### src/rtl/xmem_seq.sv
module xmem_seq #(
  parameter int AW   = 16,
  parameter int DW   = 8,
  parameter int WSW  = 3,
  parameter int SFRW = 8,
  parameter logic [SFRW-1:0] WS_SFR = 8'h9F
) (
  input  logic            clk,
  input  logic            rst_n,
  input  logic [SFRW-1:0] sfr_addr,
  input  logic            sfr_wr,
  input  logic [DW-1:0]   sfr_wdata,
  output logic [DW-1:0]   sfr_rdata,
  input  logic            req,
  input  logic            req_we,
  input  logic [AW-1:0]   req_addr,
  input  logic [DW-1:0]   req_wdata,
  output logic            busy,
  output logic            done,
  output logic [DW-1:0]   rdata,
  input  logic            ins_start,
  output logic [AW-1:0]   bus_addr,
  output logic [DW-1:0]   bus_wdata,
  input  logic [DW-1:0]   bus_rdata,
  output logic            bus_rd,
  output logic            bus_wr,
  output logic            ale
);

  localparam int CW = $clog2((1 << WSW) + 4);

  logic [WSW-1:0] ws_reg, ws_cur;
  logic [CW-1:0]  cnt;
  logic           busy_q, we_q, ale_p, ale_n;
  logic [AW-1:0]  addr_q;
  logic [DW-1:0]  wdata_q, rdata_q;

  wire           sfr_hit = (sfr_addr == WS_SFR);
  wire           accept  = req && !busy_q;
  wire [CW-1:0]  ws_ext  = CW'(ws_cur);
  wire           last    = busy_q && (cnt == ws_ext + CW'(3));
  wire           strobe  = busy_q && (cnt != '0) && (cnt <= ws_ext + CW'(2));
  wire           cap     = busy_q && !we_q && (cnt == ws_ext + CW'(2));

  always_ff @(posedge clk or negedge rst_n) begin
    if (!rst_n) begin
      ws_reg  <= '0;
      ws_cur  <= '0;
      cnt     <= '0;
      busy_q  <= 1'b0;
      we_q    <= 1'b0;
      addr_q  <= '0;
      wdata_q <= '0;
      rdata_q <= '0;
      ale_p   <= 1'b0;
    end else begin
      if (sfr_wr && sfr_hit) ws_reg <= sfr_wdata[WSW-1:0];
      if (accept) begin
        busy_q  <= 1'b1;
        cnt     <= '0;
        ws_cur  <= ws_reg;
        we_q    <= req_we;
        addr_q  <= req_addr;
        wdata_q <= req_wdata;
      end else if (busy_q) begin
        if (last) busy_q <= 1'b0;
        else      cnt    <= cnt + CW'(1);
        if (cap)  rdata_q <= bus_rdata;
      end
      if (ins_start || accept) ale_p <= ~ale_p;
    end
  end

  always_ff @(negedge clk or negedge rst_n) begin
    if (!rst_n) ale_n <= 1'b0;
    else        ale_n <= ale_p;
  end

  assign ale       = ale_p ^ ale_n;
  assign sfr_rdata = sfr_hit ? DW'(ws_reg) : '0;
  assign busy      = busy_q;
  assign done      = last;
  assign rdata     = rdata_q;
  assign bus_addr  = addr_q;
  assign bus_wdata = wdata_q;
  assign bus_rd    = strobe && !we_q;
  assign bus_wr    = strobe && we_q;

  AST_SFR_WRITE_KEPT: assert property (@(posedge clk) disable iff (!rst_n)
    (sfr_wr && sfr_hit) |=> (!sfr_hit || sfr_rdata == DW'($past(sfr_wdata[WSW-1:0]))));
  AST_DONE_ENDS_BUSY: assert property (@(posedge clk) disable iff (!rst_n)
    done |=> !busy);
  AST_DONE_INSIDE: assert property (@(posedge clk) disable iff (!rst_n)
    done |-> busy);
  AST_STROBE_IN_ACCESS: assert property (@(posedge clk) disable iff (!rst_n)
    (bus_rd || bus_wr) |-> (busy && !done));
  AST_FIRST_NO_STROBE: assert property (@(posedge clk) disable iff (!rst_n)
    $rose(busy) |-> !(bus_rd || bus_wr));
  AST_STROBE_EXCL: assert property (@(posedge clk) disable iff (!rst_n)
    !(bus_rd && bus_wr));
  AST_BUSY_IGNORES_REQ: assert property (@(posedge clk) disable iff (!rst_n)
    (busy && !done) |=> (busy && $stable(bus_addr) && $stable(bus_wdata)));

endmodule

### config.mk
export PLATFORM = sky130hd
export DESIGN_NAME = xmem_seq
export DESIGN_NICKNAME = d
export VERILOG_FILES = /design/src/rtl/xmem_seq.sv
export SDC_FILE = /design/constraint.sdc
export NUM_CORES = 1
export LEC_CHECK = 0
export ABC_AREA = 0
export CAP_MARGIN = 20
export CORE_MARGIN = 1.5
export CORE_UTILIZATION = 44
export DETAILED_ROUTE_END_ITERATION = 10
export GPL_TIMING_DRIVEN = 0
export HOLD_SLACK_MARGIN = 0.15
export PLACE_DENSITY = 0.85
export SKIP_CTS_REPAIR_TIMING = 1
export SLEW_MARGIN = 10
export SYNTH_ARGS = -nofsm -noshare
export SYNTH_HDL_FRONTEND = slang
export SYNTH_SLANG_ARGS = --single-unit
### constraint.sdc
create_clock -name clk -period 4.25 [get_ports clk]
set_input_delay 0.425 -clock clk [delete_from_list [all_inputs] [get_ports clk]]
set_output_delay 0.425 -clock clk [all_outputs]
set_load 0.02 [all_outputs]
==> reports/summary.txt <==
status: complete, no violations
CTS Buf Count: 5
worst path required time: 3.83 ns
dpl hpwl: 3.644 mm
I/O Buffers: 88
skew final: 0.004788 ns
cell area after layout: 3166 µm²
CP Class: reg2out
Die W: 71.89 µm
commonest cells in the synthesized netlist: 45 x dfrtp_1, 37 x mux2_2, 9 x ha_1, 6 x nand2_1, 6 x nor2_1
drt drc: 0
CTS tree: done
CTS root buffer: clkbuf_8
layout cells sized above 1: 0.2140
non-filler cells, final: 309
ys flop type: dfrtp_1
met1 global-route usage: 0.2106
most instantiated library cell after synthesis: dfrtp_1
DRT iter0 DRCs: 53
post-synthesis sequential area ratio: 0.5512
Worst EP arrival: 3.58 ns
gpl congestion: 0.7809
Mapped Cells: 155
Die ar.: 5168 µm²
Routed Antenna Nets: 0
die span in y: 71.89 µm
GRT Util Overall: 0.1874
total routed wirelength: 4.617 mm
ANT cells: 0
startpoint types: register
Synth Cell Area: 2088 µm²
max cap viols: 0
Max FO, Critical Path: 1
cell accounting for the most synthesized area: dfrtp_1
worst hold slack: 0.5088 ns
global routing's busiest layer: met2
RSZ-0062 raised after global routing: no
synth unique cells: 33
number of H-tree levels: 2
final hold vios: 0
routed via count: 1523
Area after DPL: 3064 µm²
PD cells: 695.0 nW/µm²
Seq cells post-synth: 46
routing usage on met2: 0.3107
first-pass iteration count of the detailed router: 5
Worst Tran Pin Value: 0.6665 ns
initial core utilization: 0.4667
worst hold path type: reg2reg
initial antenna violation count: 0
Clk pin slew, worst setup/hold paths: 0.08 ns
total gr overflow: 0
critical path endpoint category: output pin
Synthesis Warnings: 0
I/O pin cnt: 99
max FFs per register: 16
Syn Area/Cell: 13.47 µm²
DR vias/cell: 4.929
# rows: 24
CORE AREA: 4474 µm²
drt wl/cell: 14.94 µm
maximum number of pins on one net before global-route repair: 28
Clock Path Buffers: 2
Slew Viols, Final: 0
setup TNS: 0 ns
CTS Sinks: 46
Lkg Pwr: 1.369 nW
P&R area growth vs syn: 51.59%
vias in the first global route: 1641
Yosys top cell area share: 0.5392
met3 GRT Util: 0.09028
VDD IR max: 407.0 µV
Post-synth EDFFs: 0
# setup viols final: 0
Max-slew headroom: 0.5537
first-pass GRT wire length: 7.389 mm
ys async rst share: 1.000
clock latency at the later pin of the worst-skew pair: 0.30 ns
top area cells in the synthesized netlist: dfrtp_1 54%, mux2_2 20%, ha_1 5.4%
Placed Instances: 300
nets: 319
Pwr Total: 2.200 mW
-- cell type report --
cell class | count | area, µm²
buffer | 9 | 53.80
clock buffer | 7 | 86.33
clock inverter | 1 | 5.005
fill | 317 | 1309
inverter | 5 | 18.77
multi-input combinational | 99 | 879.6
sequential | 46 | 1151
tap | 52 | 65.06
timing repair buffer | 90 | 905.9
-- report_power, final --
group,switching (mW),internal [mW]
Combinational,0.530,0.634
Sequential,0.130,0.637
Clock,0.139,0.131
-- layer usage --
metal  up-vias  part of all wire
li1        731                 -
met1       718              0.40
met2        66              0.49
met3         8              0.10
met4         0             0.016
met5         -                 0
-- critical path: stages, from the launching register on --
cell             delay (ns)
dfrtn_1                0.40
xor2_1                 0.14
clkdlybuf4s50_1        0.61
-- kinds of logic after synthesis --
family | Yosys count | synth area share
AO/OA/AOI/OAI | 14 | 0.04613
XOR/XNOR | 6 | 0.03175
adder cells (fa/ha/maj) | 9 | 0.05393
buffers and inverters | 14 | 0.03475
flip-flops | 46 | 0.5512
multiplexers | 38 | 0.2043
other | 1 | 0.001796
AND/OR/NAND/NOR | 27 | 0.07609
-- through the flow --
stage,utilization,worst slack (ns)
final,0.7075,0.2462
after global routing,0.7075,0.1929
after CTS,0.7053,0.2303
after detailed placement,0.6848,0.5514
after global placement,0.6815,-0.5320
after floorplan,-,0.9550
-- final timing paths --
path	start	cells after the start	endpoint	slack (ns)
max reg2reg	ale_p	0	ale_n	1.55
min reg2reg	rdata[3]	1	rdata[3]	0.51
min in group asynchronous	rst_n	2	bus_addr[3]	0.63
min	rdata[3]	1	rdata[3]	0.51
max	ale_n	2	ale	0.25
max in group asynchronous	rst_n	3	ale_n	1.07
-- layout by cell type (no fill, tap or decap), drive strengths merged --
master / instances
dfrtp: 45
or3: 1
dfrtn: 1
o22ai: 1
buf: 8
mux2i: 1
clkinv: 1
nand2b: 1
a21oi: 2
nor4bb: 1
dlygate4sd3: 1
o2111ai: 1
ha: 9
a21o: 2
nand3: 1
nand4bb: 1
nand2: 6
mux2: 37
xnor2: 4
nand4: 2
nor3b: 2
clkdlybuf4s50: 87
clkbuf: 10
xnor3: 1
and2: 4
o211ai: 1
xor2: 1
nor2: 6
conb: 5
o21ai: 4
inv: 5
o21a: 3
nor2b: 2
No activity file was read; power rests on OpenSTA's default activity.
